===== src/rtl/sram_ctrl_pkg.sv =====
package sram_ctrl_pkg;

  typedef enum logic [2:0] {
    ST_IDLE   = 3'd0,
    ST_READ   = 3'd1,
    ST_WSET   = 3'd2,
    ST_WPULSE = 3'd3,
    ST_WREC   = 3'd4,
    ST_DONE   = 3'd5
  } ctrl_state_t;

  // Strobes from control to datapath, registered onto the pins one cycle later
  typedef struct packed {
    logic load;     // latch request fields
    logic sel;      // both chip selects active
    logic rdEn;     // output enable active
    logic wrEn;     // write enable active
    logic byteEn;   // byte lanes enabled per mask
    logic drive;    // drive data bus
    logic capture;  // last read cycle: sample bus at end of window
    logic ack;      // completion
  } strobe_t;

  function automatic int maxOf(input int a, input int b);
    return (a > b) ? a : b;
  endfunction

  // whole clocks covering ns, plus one margin cycle
  function automatic int cyclesFor(input int ns, input int clkNs);
    return (ns + clkNs - 1) / clkNs + 1;
  endfunction

endpackage


===== src/rtl/sram_ctrl_fsm.sv =====
module sram_ctrl_fsm
  import sram_ctrl_pkg::*;
#(
  parameter int RD_CYC  = 7,
  parameter int HZ_CYC  = 3,
  parameter int WP_CYC  = 5,
  parameter int REC_CYC = 1
) (
  input  logic    clk,
  input  logic    rstN,
  input  logic    reqValid,
  input  logic    reqWrite,
  output strobe_t stb
);

  localparam int MAX_CYC = maxOf(maxOf(RD_CYC, HZ_CYC), maxOf(WP_CYC, REC_CYC));
  localparam int CNT_W   = $clog2(MAX_CYC + 1);

  ctrl_state_t state, stateNxt;
  logic [CNT_W-1:0] cnt, cntNxt;
  logic lastCyc;

  assign lastCyc = (cnt == '0);

  always_ff @(posedge clk or negedge rstN) begin
    if (!rstN) begin
      state <= ST_IDLE;
      cnt   <= '0;
    end else begin
      state <= stateNxt;
      cnt   <= cntNxt;
    end
  end

  always_comb begin
    stateNxt = state;
    cntNxt   = lastCyc ? cnt : cnt - 1'b1;
    unique case (state)
      ST_IDLE: begin
        cntNxt = '0;
        if (reqValid) begin
          stateNxt = reqWrite ? ST_WSET : ST_READ;
          cntNxt   = reqWrite ? CNT_W'(HZ_CYC - 1) : CNT_W'(RD_CYC - 1);
        end
      end
      ST_READ:   if (lastCyc) stateNxt = ST_DONE;
      ST_WSET:   if (lastCyc) begin stateNxt = ST_WPULSE; cntNxt = CNT_W'(WP_CYC - 1);  end
      ST_WPULSE: if (lastCyc) begin stateNxt = ST_WREC;   cntNxt = CNT_W'(REC_CYC - 1); end
      ST_WREC:   if (lastCyc) stateNxt = ST_DONE;
      ST_DONE:   stateNxt = ST_IDLE;
      default:   stateNxt = ST_IDLE;
    endcase
  end

  always_comb begin
    stb         = '0;
    stb.load    = (state == ST_IDLE) && reqValid;
    stb.sel     = (state == ST_READ) || (state == ST_WSET) ||
                  (state == ST_WPULSE) || (state == ST_WREC);
    stb.rdEn    = (state == ST_READ);
    stb.wrEn    = (state == ST_WPULSE);
    stb.byteEn  = (state == ST_READ) || (state == ST_WPULSE);
    stb.drive   = (state == ST_WPULSE) || (state == ST_WREC);
    stb.capture = (state == ST_READ) && lastCyc;
    stb.ack     = (state == ST_DONE);
  end

endmodule


===== src/rtl/sram_ctrl_datapath.sv =====
module sram_ctrl_datapath
  import sram_ctrl_pkg::*;
#(
  parameter int ADDR_W = 21,
  parameter int DATA_W = 16
) (
  input  logic                  clk,
  input  logic                  rstN,
  input  strobe_t               stb,
  input  logic [ADDR_W-1:0]     reqAddr,
  input  logic [DATA_W-1:0]     reqWdata,
  input  logic [DATA_W/8-1:0]   reqMask,
  input  logic [DATA_W-1:0]     memDqIn,
  output logic [ADDR_W-1:0]     memAddr,
  output logic                  memCsN,
  output logic                  memCs,
  output logic                  memWeN,
  output logic                  memOeN,
  output logic [DATA_W/8-1:0]   memBeN,
  output logic [DATA_W-1:0]     memDqOut,
  output logic                  memDqOe,
  output logic [DATA_W-1:0]     rdData,
  output logic                  ack
);

  localparam int BYTES = DATA_W / 8;

  logic [ADDR_W-1:0] addrQ;
  logic [DATA_W-1:0] wdataQ;
  logic [BYTES-1:0]  maskQ;
  logic              capQ;

  // request holding registers: stable for the whole access
  always_ff @(posedge clk or negedge rstN) begin
    if (!rstN) begin
      addrQ  <= '0;
      wdataQ <= '0;
      maskQ  <= '0;
    end else if (stb.load) begin
      addrQ  <= reqAddr;
      wdataQ <= reqWdata;
      maskQ  <= reqMask;
    end
  end

  // pin registers
  always_ff @(posedge clk or negedge rstN) begin
    if (!rstN) begin
      memCsN  <= 1'b1;
      memCs   <= 1'b0;
      memWeN  <= 1'b1;
      memOeN  <= 1'b1;
      memDqOe <= 1'b0;
      capQ    <= 1'b0;
      ack     <= 1'b0;
    end else begin
      memCsN  <= !stb.sel;
      memCs   <= stb.sel;
      memWeN  <= !stb.wrEn;
      memOeN  <= !stb.rdEn;
      memDqOe <= stb.drive;
      capQ    <= stb.capture;
      ack     <= stb.ack;
    end
  end

  for (genvar i = 0; i < BYTES; i++) begin : g_lane
    logic       laneBeN;
    logic [7:0] laneRd;

    always_ff @(posedge clk or negedge rstN) begin
      if (!rstN) begin
        laneBeN <= 1'b1;
        laneRd  <= '0;
      end else begin
        laneBeN <= !(stb.byteEn && maskQ[i]);
        if (capQ) laneRd <= maskQ[i] ? memDqIn[i*8 +: 8] : 8'h00;
      end
    end

    assign memBeN[i]        = laneBeN;
    assign rdData[i*8 +: 8] = laneRd;
  end

  assign memAddr  = addrQ;
  assign memDqOut = wdataQ;

endmodule


===== src/rtl/sram_bus_ctrl.sv =====
module sram_bus_ctrl
  import sram_ctrl_pkg::*;
#(
  parameter int CLK_NS  = 10,
  parameter int ADDR_W  = 21,
  parameter int DATA_W  = 16,
  parameter int T_RC_NS = 55,   // minimum access cycle
  parameter int T_AA_NS = 55,   // address to data
  parameter int T_OE_NS = 25,   // output enable to data
  parameter int T_WP_NS = 40,   // write pulse
  parameter int T_DW_NS = 25,   // data valid before write end
  parameter int T_HZ_NS = 20,   // memory output turn-off
  parameter int T_WR_NS = 0     // write recovery
) (
  input  logic              clk,
  input  logic              rstN,
  input  logic              reqValid,
  input  logic              reqWrite,
  input  logic [ADDR_W-1:0] reqAddr,
  input  logic [DATA_W-1:0] reqWdata,
  input  logic [1:0]        reqMask,
  output logic              ack,
  output logic [DATA_W-1:0] rdData,
  output logic [ADDR_W-1:0] memAddr,
  output logic              memCsN,
  output logic              memCs,
  output logic              memWeN,
  output logic              memOeN,
  output logic              memLbN,
  output logic              memUbN,
  output logic [DATA_W-1:0] memDqOut,
  output logic              memDqOe,
  input  logic [DATA_W-1:0] memDqIn
);

  localparam int RD_CYC  = cyclesFor(maxOf(maxOf(T_RC_NS, T_AA_NS), T_OE_NS), CLK_NS);
  localparam int HZ_CYC  = cyclesFor(T_HZ_NS, CLK_NS);
  localparam int WP_CYC  = cyclesFor(maxOf(T_WP_NS, T_DW_NS), CLK_NS);
  localparam int REC_CYC = cyclesFor(T_WR_NS, CLK_NS);

  strobe_t    stb;
  logic [1:0] beN;

  sram_ctrl_fsm #(
    .RD_CYC (RD_CYC),
    .HZ_CYC (HZ_CYC),
    .WP_CYC (WP_CYC),
    .REC_CYC(REC_CYC)
  ) u_fsm (
    .clk     (clk),
    .rstN    (rstN),
    .reqValid(reqValid),
    .reqWrite(reqWrite),
    .stb     (stb)
  );

  sram_ctrl_datapath #(
    .ADDR_W(ADDR_W),
    .DATA_W(DATA_W)
  ) u_dp (
    .clk     (clk),
    .rstN    (rstN),
    .stb     (stb),
    .reqAddr (reqAddr),
    .reqWdata(reqWdata),
    .reqMask (reqMask),
    .memDqIn (memDqIn),
    .memAddr (memAddr),
    .memCsN  (memCsN),
    .memCs   (memCs),
    .memWeN  (memWeN),
    .memOeN  (memOeN),
    .memBeN  (beN),
    .memDqOut(memDqOut),
    .memDqOe (memDqOe),
    .rdData  (rdData),
    .ack     (ack)
  );

  assign memLbN = beN[0];
  assign memUbN = beN[1];

endmodule


===== config.mk =====
export PLATFORM = sky130hd
export DESIGN_NAME = sram_bus_ctrl
export DESIGN_NICKNAME = d
export VERILOG_FILES = /design/src/rtl/sram_ctrl_pkg.sv /design/src/rtl/sram_ctrl_fsm.sv /design/src/rtl/sram_ctrl_datapath.sv /design/src/rtl/sram_bus_ctrl.sv
export SDC_FILE = /design/constraint.sdc
export NUM_CORES = 1
export LEC_CHECK = 0
export CORE_ASPECT_RATIO = 0.9
export CORE_MARGIN = 3
export CORE_UTILIZATION = 30
export CTS_CLUSTER_SIZE = 12
export DETAILED_ROUTE_END_ITERATION = 10
export PLACE_DENSITY = 0.58
export RECOVER_POWER = 25
export SLEW_MARGIN = 15
export SYNTH_ARGS = -nofsm -noshare
export SYNTH_HDL_FRONTEND = slang
export SYNTH_SLANG_ARGS = --single-unit

===== constraint.sdc =====
create_clock -name clk -period 5.25 [get_ports clk]
set_clock_uncertainty 0.05 [all_clocks]
set_input_delay 0.525 -clock clk [delete_from_list [all_inputs] [get_ports clk]]
set_output_delay 0.525 -clock clk [all_outputs]
set_load 0.01 [all_outputs]

==> impl_summary.md, run 1 <==
Worst setup path
The worst register-to-register path begins at u_fsm.state[1]$_DFFE_PN0P_. The buffers plus inverters on the worst setup path is 0. The launch point of the worst path is u_fsm.state[1]$_DFFE_PN0P_. Traced cell by cell, the critical path runs through or3_4 > nor2_8 > mux2_2. The kind of critical path is flop to flop. The largest individual stage delay along the critical path comes from the cell sky130_fd_sc_hd__nor2_8. Among cell families on the critical path, the largest total delay comes from simple AND/OR/NAND/NOR gates.

The largest fanout on the critical path is 39. The biggest cell delay along the critical path is 0.58 ns. The endpoint type of the worst setup path is a flop. The required time of the critical path is 5.41 ns. The arrival time of the worst setup path is 2.28 ns. The nature of the critical path startpoint is a flop.

CTS
The buffer count from post-CTS setup fixing is 0. Buffers inserted during clock tree synthesis total 9. The H-tree was split into 3 levels.

TritonCTS built the clock tree. The count of instances resized after the clock tree is built is 0. CTS placed an instance of sky130_fd_sc_hd__clkbuf_8 at the clock tree root.

The clock drives 70 sinks. At the later pin of the worst-skew pair, clock insertion delay measures 0.33 ns. The number of buffers inserted by hold repair at cts is 0.

After clock tree synthesis, the clock-pin slew on the worst setup and hold paths is 0.07 ns. The maximum buffer depth of the clock tree is 2.

Drt
For this run, design rule violations remaining after detail routing come to 0. The count of routing violations after the opening detailed-route iteration is 104. The count of nets left with antenna violations once routing finished came out at 0. In the routed layout, each cell is associated on average with a via count of 4.338. In the final routed layout, each cell accounts on average for 13.80 um. The total number of vias is 1987. The total wirelength of the detailed-routed design is 6322 um.

The total iterations of the first detailed-routing run is 4.

STA
Dividing the final minimum period by the clock period gives 40.40%. Setup repair after global routing left no endpoint under its margin. For the pin with the worst max-slew slack, the measured transition is 0.8793 ns. Setup slack on the critical path of the routed design comes to 3.129 ns. The tightest slew margin relative to the limit is 41.38%. Timing would allow up to 471.4 MHz.

Setup violations remaining at the end of the flow were counted as 0. The final number of hold-violating endpoints is 0. Summed over all failing endpoints, the final setup total negative slack is 0 ns.

The clock period minus worst slack is 2.121 ns. The number of pins with negative max-slew slack in the final report is 0. Across all hold checks on the routed design, the worst slack comes to 0.3469 ns.

Power and ir drop
The peak supply drop is 0.2396 mV. For this design the ratio of total power to cell area is 598.5 mW/mm2. The static leakage is 1.807 nW.

Yosys
By count the netlist is led by 65 x sky130_fd_sc_hd__dfrtp_1, 29 x sky130_fd_sc_hd__mux2_2, 21 x sky130_fd_sc_hd__inv_1. The largest area contributor in the synthesized netlist is sky130_fd_sc_hd__dfrtp_1. The synthesized instance count is 214. After synthesis, flip-flops and latches occupy 62.56% of the total area. The number of nets handed over by synthesis was 275. Synthesis inferred 70 register bits.

The post-synthesis cell type count is 27. By instance count, the leading cell after synthesis is sky130_fd_sc_hd__dfrtp_1. Ranked by total cell area, the synthesized netlist is headed by sky130_fd_sc_hd__dfrtp_1 58%, sky130_fd_sc_hd__mux2_2 12%, sky130_fd_sc_hd__mux2_4 5.3%. Dividing the synthesized area by the synthesized cell count gives 13.13 um2. Yosys mapped a number of flops with a built-in enable equal to 0. The number of warnings issued by yosys is 0. The total standard cell area after synthesis is 0.002810 mm2. The commonest register cell after synthesis is sky130_fd_sc_hd__dfrtp_1. The fraction of synthesized cell area taken by the top area cell type is 57.88%. For this run, asynchronously set or reset flops after synthesis account for 100.0%.

GRT
Global routing used 12.45% of the available tracks across all layers. The via count of the first global-routing pass is 2015. The maximum number of pins on one net before global-route repair is 71.

Summed over all layers, the global routing overflow is 0. The initial antenna violation count is 0. The first global-routing pass estimated 10220 um of wire.

Floorplan
From left edge to right edge, the die measures 108.0 um. The full die area is 0.01057 mm2. Row generation in the floorplan step produced 32 rows.

For this configuration, the core starts out at a cell density of 31.76%. Pin placement for this block handled 120 I/O pins. In this run the standard cell core region covers 0.008848 mm2. The die is 97.82 um tall.

Placement
Before CTS, the worst setup slack after placement is 2.840 ns. During placement, the flow inserted port buffers numbering 119. The wire-length estimate of the detail-placed layout is 4364 um. Routability-driven placement finished with a final weighted congestion of 0.7502.

Run
The tool flagged a number of max-cap violations equal to 0.

Layout
The share of cells above drive strength 1 is 18.29%. The net total in the final layout is 395. The repair_antennas step left the layout with diodes totalling 0. The layout overhead on the synthesized area is 52.54%.

Outcome
The flow ran to the end, and the final reports show no timing, DRC or antenna violations.

Hold path
In this run the worst hold path is classified as input pin to async pin.
-- worst register-to-register path: stages (launching register included) --
cell and delay [ns]:
sky130_fd_sc_hd__dfrtp_1 0.49, sky130_fd_sc_hd__or3_4 0.47, sky130_fd_sc_hd__nor2_8 0.58, sky130_fd_sc_hd__mux2_2 0.41
-- metrics by stage --
| stage | area (um2) | util (%) | cells | power, W |
|---|---|---|---|---|
| after global routing | 4287 | 48.44 | 458 | 0.002748 |
| final | 4287 | 48.44 | 458 | 0.002565 |
| after detailed placement | 4071 | 46.01 | 442 | 0.002120 |
| after CTS | 4287 | 48.44 | 458 | 0.002611 |
| after floorplan | 2810 | - | 214 | 0.001535 |
| after global placement | 4071 | 46.01 | 442 | 0.002101 |
-- layer usage --
metal  track usage, %  part of all wire (%)  routed length, um
met5                0                     0                  0
met4            4.369                  0.46                 29
met3            5.750                   9.0                568
met2            18.07                    45               2847
met1            16.37                    45               2876
-- cell type report --
cell class / count / area (um2)
tap: 119 / 148.9
clock inverter: 4 / 70.07
sequential: 70 / 1758
timing repair buffer: 120 / 1194
inverter: 21 / 78.83
clock buffer: 12 / 145.1
multi-input combinational: 112 / 892.1
fill: 819 / 4562
-- registers in the layout (all words and copies together) (netlist names), 2 cells and up --
name and cells:
u_dp.memDqOut 16, u_dp.g_lane.laneRd 16, u_dp.maskQ 2, u_dp.memAddr 21
u_dp.g_lane.laneBeN 2, u_fsm.state 3, u_fsm.cnt 3
-- layout by cell type, fill, tap and decap left out, types with 5 or more instances in the layout --
master                            Yosys  layout
sky130_fd_sc_hd__dfrtp_1             65      65
sky130_fd_sc_hd__inv_1               21      21
sky130_fd_sc_hd__nand2_1             10      10
sky130_fd_sc_hd__mux2_2              29      29
sky130_fd_sc_hd__mux2_4              10      10
sky130_fd_sc_hd__nand3_1             17      17
sky130_fd_sc_hd__clkdlybuf4s50_1      0     118
sky130_fd_sc_hd__clkbuf_8             0      10
sky130_fd_sc_hd__o21ai_0             20      20
sky130_fd_sc_hd__dfstp_2              5       5
-- final timing paths --
| path | endpoint | slack (ns) | depth (start not counted) |
|---|---|---|---|
| setup / recovery | u_dp.memAddr[4]$_DFFE_PN0P_ | 3.13 | 3 |
| hold / removal | u_fsm.state[1]$_DFFE_PN0P_ | 0.35 | 2 |
| setup reg to reg | u_dp.memAddr[4]$_DFFE_PN0P_ | 3.13 | 3 |
| hold reg to reg | u_dp.memAddr[4]$_DFFE_PN0P_ | 0.46 | 1 |
| max in group asynchronous | u_dp.memDqOut[3]$_DFFE_PN0P_ | 4.24 | 2 |
| min in group clk | u_dp.memAddr[4]$_DFFE_PN0P_ | 0.46 | 1 |
-- cell families after synthesis --
group / share of synthesized area (%)
buf+inv: 5.699
simple gates: 8.504
flops: 62.56
mux: 16.96
fa+ha+maj: 0.8903
compound gates: 5.388
-- report_power, final --
| group | leakage (nW) | switching, W | total, W | internal (W) |
|---|---|---|---|---|
| Combinational | 0.848 | 0.000420 | 0.00110 | 0.000683 |
| Clock | 0.110 | 0.000194 | 0.000474 | 0.000280 |
| Sequential | 0.848 | 0.000177 | 0.000989 | 0.000812 |
No activity file was read; power rests on OpenSTA's default activity.
==> inputs of run 2 (changes only) <==
==> constraint.sdc (replaced) <==
create_clock -name clk -period 2.18 [get_ports clk]
set_clock_uncertainty 0.05 [all_clocks]
set_input_delay 0.218 -clock clk [delete_from_list [all_inputs] [get_ports clk]]
set_output_delay 0.218 -clock clk [all_outputs]
set_load 0.01 [all_outputs]
==> run 2 against run 1 <==
Cell area grew 1.2%. Sequential power grew 140%. Sequential share of layout area shrank 0.48 points. Total power grew 140%. Clock-buffer cell count shrank 1. Global-route usage grew 0.29 points. Routed wire length grew 1.6%. Largest power group unchanged. Critical path depth grew 1.
==> impl_summary.md, run 2 (synthesis results as in run 1) <==
Outcome
The flow ran to the end, and the final reports show no timing, DRC or antenna violations.

Worst setup path
The required time of the critical path came to 2.35 ns (-3.06 ns). The kind of critical path is flop to flop. Grouping stages by cell kind, the critical path spends the most delay in simple AND/OR/NAND/NOR gates. The buffers plus inverters on the worst setup path is 1 (+1). The master of the slowest instance on the critical path is sky130_fd_sc_hd__dfrtp_1. The biggest cell delay along the critical path is 0.48 ns (-0.10 ns). The arrival time of the worst setup path is 2.00 ns (-0.28 ns). The endpoint type of the worst setup path is a flop. The signal on the critical path passes through or3_4 > nor2_8 > buf_4 > mux2_2. The largest fanout on the critical path was 16 (-59%). The worst setup path is launched from a flop.

GRT
The first-pass GRT wire length is 10540 um (+3.1%). The total congestion overflow after global routing is 0 (unchanged). The via count of the first global-routing pass is 2097 (+4.1%).

The overall track demand over capacity in global routing is 12.74% (+0.29 points). The maximum number of pins on one net before global-route repair is 44 (-38%). The initial antenna violation count was 0 (unchanged).

Layout
The flip-flop count of the largest register after layout is 21 (unchanged). The top cell types in the final layout, fill and taps aside, are 118 x sky130_fd_sc_hd__clkdlybuf4s50_1, 65 x sky130_fd_sc_hd__dfrtp_1, 29 x sky130_fd_sc_hd__mux2_2, 21 x sky130_fd_sc_hd__inv_1, 20 x sky130_fd_sc_hd__o21ai_0. The final standard cell area without fillers was 0.004338 mm2 (+1.2%). The area of the multi-input gates is 892.1 um2 (unchanged). The number of antenna diodes is 0 (unchanged). The final design utilization came to 49.02% (+0.58 points).

The number of filler cells placed in the layout is 807 (-1.5%). The share of cells above drive strength 1 is 18.90% (+0.61 points). The library cell used most frequently in the layout, excluding fill and tap cells, is sky130_fd_sc_hd__clkdlybuf4s50_1. The footprint of the flip-flops and latches is 0.001758 mm2 (unchanged). From synthesis to final layout, the design area changed by 54.36%. The net total in the final layout was 400 (+1.3%).

CTS
The count of instances resized after the clock tree is built is 0 (unchanged). The number of buffers inserted by hold repair at cts is 1 (+1). The clock transition time at the flip-flop clock pins of the worst setup and hold paths was 0.08 ns (about the same). The maximum buffer depth of the clock tree is 2 (unchanged). The number of CTS-inserted buffers was 9 (unchanged). The cell chosen for the clock root is sky130_fd_sc_hd__clkbuf_8. The buffer count from post-CTS setup fixing is 0 (unchanged). The clock net sink count was 70 (unchanged). The depth of the CTS H-tree is 3 (unchanged). The clock tree from TritonCTS is done. The clock latency on the worst-skew pair is 0.34 ns (about the same).

STA
The number of pins with negative max-slew slack in the final report is 0 (unchanged). The final number of hold-violating endpoints is 0 (unchanged). The post-route clock period utilization is 83.54% (+43 points). The final-report setup violation count is 0 (unchanged). The highest achievable clock rate came to 549.1 MHz (+16%). The slew of the pin with the lowest slew margin is 1.127 ns (+0.2476 ns). The clock period minus worst slack came to 1.821 ns (-0.3000 ns). The tightest slew margin relative to the limit is 24.87% (-17 points). Setup repair after global routing left no endpoint under its margin. The sum of negative setup slack is 0 ns (unchanged). The final-layout worst hold slack was 0.4067 ns (+0.05974 ns).

Drt
The count of routing violations after the opening detailed-route iteration came to 66 (-37%). The total iterations of the first detailed-routing run is 4 (unchanged). The total number of vias is 1988 (+0.050%). The total wirelength of the detailed-routed design came to 6423 um (+1.6%). The post-route DRC violation count was 0 (unchanged). The remaining antenna violation count is 0 (unchanged).

The average wire per cell in the routed design is 13.87 um (+0.50%). The via density per instance is 4.294 (-1.0%).

Floorplan
The number of placed I/O pins is 120 (unchanged). The row count was 32 (unchanged). The die extent in x is 108.0 um (unchanged).

The total core area came to 0.008848 mm2 (unchanged). The die boundary height is 97.82 um (unchanged). The effective utilization at floorplan came to 31.76% (unchanged). The full die area is 0.01057 mm2 (unchanged).

Power and ir drop
The static leakage was 1.817 nW (+0.57%). The peak supply drop is 0.5434 mV (+130%). The power per cell area came to 1438 mW/mm2 (+140%).

Placement
The cell area after placement is 0.004114 mm2 (+1.0%). The final HPWL from detailed placement was 4514 um (+3.4%). The number of port buffers is 119 (unchanged). The routability-driven placement congestion ratio is 0.7275 (-3.0%).

Hold path
The type of the most critical hold path is input pin to flop.

Run
The number of maximum-capacitance constraint violations is 0 (unchanged).
[run 2: cell types whose count changed in the layout (fill, tap and decap cells not counted)]
cell	delta
sky130_fd_sc_hd__clkbuf_1	+1
sky130_fd_sc_hd__and2_1	-1
sky130_fd_sc_hd__buf_12	+1
sky130_fd_sc_hd__clkinv_2	-2
sky130_fd_sc_hd__clkbuf_2	+2
sky130_fd_sc_hd__dlygate4sd3_1	+1
sky130_fd_sc_hd__and2_0	+1
sky130_fd_sc_hd__clkinvlp_4	+3
sky130_fd_sc_hd__buf_2	-1
[run 2: routing by layer]
layer / vias up / share of wire, % / track usage [%]
met3: 5 / 8.9 / 5.618
met2: 79 / 45 / 18.40
met4: 0 / 0.59 / 4.660
met5: - / 0 / 0
li1: 963 / - / -
met1: 941 / 46 / 16.93
[run 2: worst register-to-register path, delay by kind of cell (launching register included)]
family	cells	cell delay, ns
simple gates	2	0.57
flops	1	0.48
mux	1	0.36
buf+inv	1	0.24
[run 2: report_power, final]
group	switching [W]	leakage (nW)	internal [W]
registers	0.000399	0.848	0.00196
logic	0.00106	0.867	0.00167
clock network	0.000481	0.102	0.000676
total	0.00194	1.82	0.00430
[run 2: stage by stage]
stage	std cells	setup WS, ns	power, W
after floorplan	214	0.4893	0.003696
after global placement	446	0.3778	0.005115
after detailed placement	446	0.3587	0.005137
after CTS	463	0.3521	0.006348
after global routing	463	0.2865	0.006674
final	463	0.3588	0.006239
[run 2: final cells by class]
cell class	instances	area share (%)
Sequential cell	70	40.53
Timing Repair Buffer	125	28.50
Multi-Input combinational cell	112	20.57
Tap cell	119	3.432
Clock buffer	11	3.259
Clock inverter	5	1.904
Inverter	21	1.817
[run 2: path summary, 6_finish.rpt]
path / start / endpoint / cells past startpoint / slack (ns)
worst max register to register: u_fsm.state[1]$_DFFE_PN0P_ / u_dp.memAddr[17]$_DFFE_PN0P_ / 4 / 0.36
worst min register to register: u_dp.memDqOut[14]$_DFFE_PN0P_ / u_dp.memDqOut[14]$_DFFE_PN0P_ / 1 / 0.46
max in group asynchronous: rstN / u_dp.memDqOut[4]$_DFFE_PN0P_ / 3 / 0.74
worst max-delay path: u_fsm.state[1]$_DFFE_PN0P_ / u_dp.memAddr[17]$_DFFE_PN0P_ / 4 / 0.36
min in group asynchronous: rstN / u_dp.memAddr[5]$_DFFE_PN0P_ / 3 / 0.53
worst min-delay path: memDqIn[8] / u_dp.g_lane[1].laneRd[0]$_DFFE_PN0P_ / 3 / 0.41
